<file path="src/rtl/hostq_pkg.sv">
package hostq_pkg;
  localparam logic [7:0] OFS_DOORBELL = 8'h20;
  localparam logic [7:0] OFS_STATUS   = 8'h30;
  localparam logic [7:0] OFS_MASK     = 8'h34;
  localparam logic [7:0] OFS_REQ      = 8'h40;
  localparam logic [7:0] OFS_RPL      = 8'h44;
  localparam logic [7:0] OFS_SCRATCH  = 8'hB0;
  localparam logic [7:0] OFS_CFGTAB   = 8'hB4;
  localparam logic [7:0] OFS_CFGMEM   = 8'hB8;

  localparam logic [31:0] WORD_EMPTY = 32'hFFFF_FFFF;
  localparam logic [31:0] WORD_READY = 32'hFFFF_0000;

  typedef enum logic {VAR_A = 1'b0, VAR_B = 1'b1} irq_variant_e;
endpackage

</file>
<file path="src/rtl/hostq_fifo.sv">
module hostq_fifo #(
  parameter int W     = 32,
  parameter int DEPTH = 16
) (
  input  logic         clk,
  input  logic         rst,
  input  logic         push,
  input  logic [W-1:0] din,
  input  logic         pop,
  output logic [W-1:0] dout,
  output logic         empty,
  output logic         full
);
  localparam int PW = (DEPTH > 1) ? $clog2(DEPTH) : 1;
  localparam int CW = $clog2(DEPTH + 1);

  logic [W-1:0]  mem [DEPTH];
  logic [PW-1:0] wptr, rptr;
  logic [CW-1:0] count;
  logic          do_push, do_pop;

  assign empty   = (count == '0);
  assign full    = (count == CW'(DEPTH));
  assign do_push = push & ~full;
  assign do_pop  = pop & ~empty;
  assign dout    = mem[rptr];

  always_ff @(posedge clk) begin
    if (do_push) mem[wptr] <= din;
  end

  always_ff @(posedge clk) begin
    if (rst) begin
      wptr  <= '0;
      rptr  <= '0;
      count <= '0;
    end else begin
      if (do_push) wptr <= wptr + 1'b1;
      if (do_pop)  rptr <= rptr + 1'b1;
      case ({do_push, do_pop})
        2'b10:   count <= count + 1'b1;
        2'b01:   count <= count - 1'b1;
        default: count <= count;
      endcase
    end
  end

  p_count_bound_r3: assert property (@(posedge clk) disable iff (rst)
    count <= CW'(DEPTH));
  p_full_blocks_r3: assert property (@(posedge clk) disable iff (rst)
    (full && push && !pop) |=> full);
  p_empty_no_pop_r2: assert property (@(posedge clk) disable iff (rst)
    (empty && pop && !push) |=> empty);
endmodule

</file>
<file path="src/rtl/hostq_irq.sv">
module hostq_irq #(
  parameter int DW      = 32,
  parameter int IRQ_BIT = 3
) (
  input  logic          clk,
  input  logic          rst,
  input  logic [DW-1:0] mask_word,
  input  logic          pending,
  output logic          irq_o
);
  always_ff @(posedge clk) begin
    if (rst) irq_o <= 1'b0;
    else     irq_o <= pending & ~mask_word[IRQ_BIT];
  end

  p_irq_masked_r4: assert property (@(posedge clk) disable iff (rst)
    mask_word[IRQ_BIT] |=> !irq_o);
  p_irq_needs_work_r4: assert property (@(posedge clk) disable iff (rst)
    !pending |=> !irq_o);
endmodule

</file>
<file path="src/rtl/hostq_regs.sv">
module hostq_regs
  import hostq_pkg::*;
#(
  parameter int            DEPTH         = 16,
  parameter irq_variant_e  VARIANT       = VAR_A,
  parameter logic [31:0]   CFG_TABLE_PTR = 32'h0000_1000,
  parameter logic [31:0]   CFG_MEM_PTR   = 32'h0000_2000
) (
  input  logic        clk,
  input  logic        rst,
  input  logic        bus_sel,
  input  logic        bus_wr,
  input  logic [7:0]  bus_addr,
  input  logic [31:0] bus_wdata,
  output logic [31:0] bus_rdata,
  output logic        req_valid,
  output logic [31:0] req_data,
  input  logic        req_pop,
  output logic        req_overflow,
  input  logic        rpl_push,
  input  logic [31:0] rpl_tag,
  output logic        rpl_full,
  input  logic        dev_ready,
  input  logic [31:0] db_clear,
  output logic [31:0] db_bits,
  output logic        irq
);
  localparam int DW      = 32;
  localparam int IRQ_BIT = (VARIANT == VAR_B) ? 2 : 3;
  localparam logic [DW-1:0] MASK_RESET = DW'(1) << IRQ_BIT;

  logic          rd_req, wr_req;
  logic          req_push, req_empty, req_full;
  logic          rpl_pop, rpl_empty;
  logic [DW-1:0] rpl_dout;
  logic [DW-1:0] mask_q, db_q, stat_w, rd_mux;

  assign rd_req = bus_sel & ~bus_wr;
  assign wr_req = bus_sel & bus_wr;

  assign req_push = wr_req && (bus_addr == OFS_REQ);
  assign rpl_pop  = rd_req && (bus_addr == OFS_RPL) && !rpl_empty;

  hostq_fifo #(.W(DW), .DEPTH(DEPTH)) u_req_fifo (
    .clk(clk), .rst(rst), .push(req_push), .din(bus_wdata),
    .pop(req_pop), .dout(req_data), .empty(req_empty), .full(req_full)
  );

  hostq_fifo #(.W(DW), .DEPTH(DEPTH)) u_rpl_fifo (
    .clk(clk), .rst(rst), .push(rpl_push), .din(rpl_tag),
    .pop(rpl_pop), .dout(rpl_dout), .empty(rpl_empty), .full(rpl_full)
  );

  assign req_valid = ~req_empty;
  assign db_bits   = db_q;

  always_ff @(posedge clk) begin
    if (rst) begin
      req_overflow <= 1'b0;
      mask_q       <= MASK_RESET;
      db_q         <= '0;
    end else begin
      if (req_push && req_full) req_overflow <= 1'b1;
      if (wr_req && bus_addr == OFS_MASK) mask_q <= bus_wdata;
      db_q <= (db_q & ~db_clear) |
              ((wr_req && bus_addr == OFS_DOORBELL) ? bus_wdata : '0);
    end
  end

  always_comb begin
    stat_w          = '0;
    stat_w[IRQ_BIT] = ~rpl_empty;
  end

  always_comb begin
    case (bus_addr)
      OFS_DOORBELL: rd_mux = db_q;
      OFS_STATUS:   rd_mux = stat_w;
      OFS_MASK:     rd_mux = mask_q;
      OFS_RPL:      rd_mux = rpl_empty ? WORD_EMPTY : rpl_dout;
      OFS_SCRATCH:  rd_mux = dev_ready ? WORD_READY : '0;
      OFS_CFGTAB:   rd_mux = CFG_TABLE_PTR;
      OFS_CFGMEM:   rd_mux = CFG_MEM_PTR;
      default:      rd_mux = '0;
    endcase
  end

  always_ff @(posedge clk) begin
    if (rst) bus_rdata <= '0;
    else     bus_rdata <= rd_req ? rd_mux : '0;
  end

  hostq_irq #(.DW(DW), .IRQ_BIT(IRQ_BIT)) u_irq (
    .clk(clk), .rst(rst), .mask_word(mask_q),
    .pending(~rpl_empty), .irq_o(irq)
  );

  p_ovf_sticky_r3: assert property (@(posedge clk) disable iff (rst)
    req_overflow |=> req_overflow);
  p_empty_read_r2: assert property (@(posedge clk) disable iff (rst)
    (rd_req && bus_addr == OFS_RPL && rpl_empty) |=> (bus_rdata == WORD_EMPTY));
  p_idle_rdata_r11: assert property (@(posedge clk) disable iff (rst)
    !rd_req |=> (bus_rdata == '0));
  p_db_hold_r7: assert property (@(posedge clk) disable iff (rst)
    (|db_q) |=> ((db_q & $past(db_q & ~db_clear)) == $past(db_q & ~db_clear)));
endmodule

</file>
<file path="config.mk">
export PLATFORM = sky130hd
export DESIGN_NAME = hostq_regs
export DESIGN_NICKNAME = d
export VERILOG_FILES = /design/src/rtl/hostq_pkg.sv /design/src/rtl/hostq_fifo.sv /design/src/rtl/hostq_irq.sv /design/src/rtl/hostq_regs.sv
export SDC_FILE = /design/constraint.sdc
export NUM_CORES = 1
export LEC_CHECK = 0
export BUFFER_PORTS_ARGS = -buffer_cell sky130_fd_sc_hd__buf_2
export CORE_MARGIN = 2
export CORE_UTILIZATION = 55
export CTS_BUF_LIST = sky130_fd_sc_hd__clkbuf_16
export DETAILED_ROUTE_END_ITERATION = 6
export GPL_TIMING_DRIVEN = 0
export PLACE_DENSITY = 0.75
export RECOVER_POWER = 25
export SETUP_SLACK_MARGIN = 0.2
export SYNTH_ARGS = -nofsm -noshare
export SYNTH_HDL_FRONTEND = slang
export SYNTH_SLANG_ARGS = --single-unit
</file>
<file path="constraint.sdc">
create_clock -name clk -period 4.2 [get_ports clk]
set_clock_uncertainty 0.2 [all_clocks]
set_input_delay 0.21 -clock clk [delete_from_list [all_inputs] [get_ports clk]]
set_output_delay 0.21 -clock clk [all_outputs]
set_load 0.01 [all_outputs]
</file>
==> impl_metrics.py <==
metrics = {
    "layout": {
        "nFillCells": 4989,
        "drive_above_1_share_pct": 27.13,
        "area_delta_synth_final_pct": 19.42,
        "regArea_um2": 33390,
        "multiInputGateArea_um2": 10550,
        "postLayoutCoreUtil_pct": 66.64,
        "nets": 2794,
        "layout_commonest_cell": "edfxtp_1",
        "final_cell_mix": "1024 x edfxtp_1, 301 x mux4_2, 196 x buf_2",
    },
    "clocking": {
        "clock-sinks": 1156,
        "cts_tree": "built",
        "cts.clk_slew.worst_paths_ps": 60,
        "root_buffer": "clkbuf_16",
        "postCtsSetupBuffers": 0,
        "numCtsBuffers": 110,
        "htreeDepth": 3,
        "clock_path_buffers": 3,
        "clk_latency_ps": 690,
    },
    "logic_synthesis": {
        "synthCells": 2174,
        "yosys_warnings": 0,
        "synthFlopType": "edfxtp_1",
        "synth-seq-cells": 1156,
        "synth-async-reset-ratio_pct": 0,
        "netlist_area_um2": 44230,
        "synth-edff-count": 1024,
        "yosysUniqueCellTypes": 53,
        "ys_seq_area_share_pct": 75.50,
        "syn-num-nets": 2302,
        "syn_avg_cell_area_um2": 20.34,
    },
    "sta": {
        "setup_viol": 0,
        "hold_viol_final": 0,
        "period_share_pct": 92.98,
        "finalMaxSlewViolations": 0,
        "rsz0062_at_grt": "yes",
        "finalWorstSetupSlack_ps": 294.9,
        "worst_slew_margin_rel_pct": 24.41,
        "max_freq_ghz": 0.2561,
        "worst-slew-pin-transition_ps": 1134,
        "post-route-min-period_ps": 3905,
    },
    "job": {
        "maxCapViolations": 0,
    },
    "global_routing": {
        "antenna_found_initial": 20,
        "grt_pass1_wl_um": 167900,
        "grt_util_met3_pct": 6.870,
        "track_usage_pct": 28.70,
        "grt_pass1_vias": 24560,
        "top_usage_layer": "met2",
        "met2_usage_pct": 48.31,
        "grt_use_met1_pct": 36.74,
        "grt_overflow_total": 0,
        "grt_max_degree": 25,
    },
    "min_path": {
        "min-delay-start": "bus_addr[5]",
        "whs_endpoint": "u_req_fifo.wptr[1]",
        "holdCritPathClass": "input port to register",
        "hold_depth": 6,
    },
    "place": {
        "dpl_worst_slack_ps": 298.4,
        "gp_congestion": 0.8729,
        "place_hpwl_um": 75660,
        "io_buffers": 209,
    },
    "floorplan": {
        "initial_core_util_pct": 55.80,
        "rows": 103,
        "die_y_um": 287.6,
        "die-area_um2": 82700,
        "die_x_um": 287.6,
        "core_um2": 79260,
        "ios": 211,
    },
    "route": {
        "wire_per_inst_um": 30.67,
        "drtIter0Drc": 3184,
        "drc_errors": 1,
        "ant_nets": 0,
        "firstDrtPassIters": 7,
        "routed_via_density": 6.352,
        "wl_um": 117100,
        "vias": 24260,
    },
    "pwr": {
        "power_mw": 22.98,
        "peakVddDrop_mv": 0.4452,
        "leakage_nw": 16.51,
        "power_density_nw_per_um2": 435.2,
    },
    "run_status": {
        "status": "finished, violations left",
        "violations": "design-rule violations",
    },
    "setup_path": {
        "cp.arrival_ps": 3500,
        "cp_data_required_time_ps": 3790,
        "criticalPathCategory": "register to output port",
        "r2r_end": "bus_rdata[7]",
        "r2r_slack_ps": 450,
        "endpoint_kind": "output port",
        "r2r.worst_path.cells": 6,
        "cp-start-kind": "register",
        "crit_path_max_fanout": 10,
    },
}
==> flip-flops by register name, summed over array words and instances (netlist names), named ones only <==
register,flops
u_irq.irq_o,1
u_req_fifo.wptr,4
u_rpl_fifo.mem,512
req_overflow,1
u_rpl_fifo.rptr,4
db_bits,32
u_rpl_fifo.wptr,4
u_req_fifo.mem,512
u_rpl_fifo.count,5
u_req_fifo.count,5
mask_q,32
bus_rdata,32
u_req_fifo.rptr,4
==> metal layers <==
metal / wire, µm / vias to the layer above / share of wire [%]
met5: 77 / - / 0.066
met4: 4270 / 12 / 3.6
met3: 12260 / 293 / 10
met2: 59450 / 1530 / 51
met1: 41050 / 12540 / 35
li1: - / 9884 / -
==> Yosys cell counts, types with 4 or more instances <==
library cell  number  share of area (%)
xnor2_1            6               0.12
nand4_1            4              0.057
a22oi_1           15               0.25
inv_1             11              0.093
a21oi_1           87               0.98
nor2b_1           38               0.54
nor2_1            90               0.76
nor4_1             4              0.057
or3_1              5              0.071
buf_2             23               0.26
clkbuf_1          81               0.69
nor3_1            17               0.19
mux2i_1           61                1.4
dfxtp_1          132                6.0
o21ai_0           37               0.42
ha_1              17               0.48
xor2_1            14               0.28
mux4_2           301                 15
nand2_1          119                1.0
buf_1             21               0.18
nand2b_1           7              0.099
a41oi_1           16               0.32
or4_1              4              0.068
edfxtp_1        1024                 70
==> critical path: stages (launching register included) <==
cell,delay [ps]
dfxtp_1,340
clkbuf_1,590
clkbuf_1,750
mux4_2,430
mux4_2,530
buf_2,170
==> logic make-up after synthesis <==
logic type,share of synthesized area (%)
buffers and inverters,1.262
AOI/OAI and AO/OA,2.481
muxes,16.71
and+or+nand+nor,3.169
xor gates and xnor gates,0.3961
DFF,75.50
adders and majority gates,0.4809
==> final cells by class <==
type,count,area share (%)
Antenna cell,5,0.02369
Buffer,127,1.104
Clock buffer,114,5.401
Clock inverter,96,1.450
Inverter,11,0.07818
Multi-Input combinational cell,880,19.98
Sequential cell,1156,63.23
Tap cell,1050,2.488
Timing Repair Buffer,380,6.250
==> worst max path at each step <==
stage,start,end,slack (ps),cells after the start
final,register,req_data[0],290,5
after global routing,bus_addr[7],u_req_fifo.count[4],150,15
after CTS,register,req_data[28],200,5
after detailed placement,u_req_fifo.count[1],u_req_fifo.count[4],300,12
after global placement,bus_addr[7],u_req_fifo.mem[7][11],-1410,6
after floorplan,bus_addr[7],u_req_fifo.mem[7][0],470,6
==> where the power goes <==
group	internal (mW)	total, mW	switching [mW]
combinational	0.200	0.576	0.375
sequential	12.6	12.6	0.0191
clock	5.60	9.82	4.23
==> metrics by stage <==
| stage | hold slack [ps] | instance area (µm²) | instances | TNS (ps) |
|---|---|---|---|---|
| floorplan | 108.9 | 44270 | 2174 | 0 |
| global placement | 241.3 | 46630 | 3433 | -1023390 |
| detailed placement | 246.5 | 47840 | 3473 | 0 |
| CTS | 38.18 | 52840 | 3814 | 0 |
| global route | 75.73 | 52810 | 3817 | 0 |
| finish | 41.82 | 52810 | 3819 | 0 |
==> what timing repair did <==
action                     in CTS  in global routing
setup endpoints to repair      32                 22
resized for setup              18                  6
hold buffers                  131                  0
hold endpoints to repair     1101                  0
pin swaps                       0                  1
No activity file was read; power rests on OpenSTA's default activity.
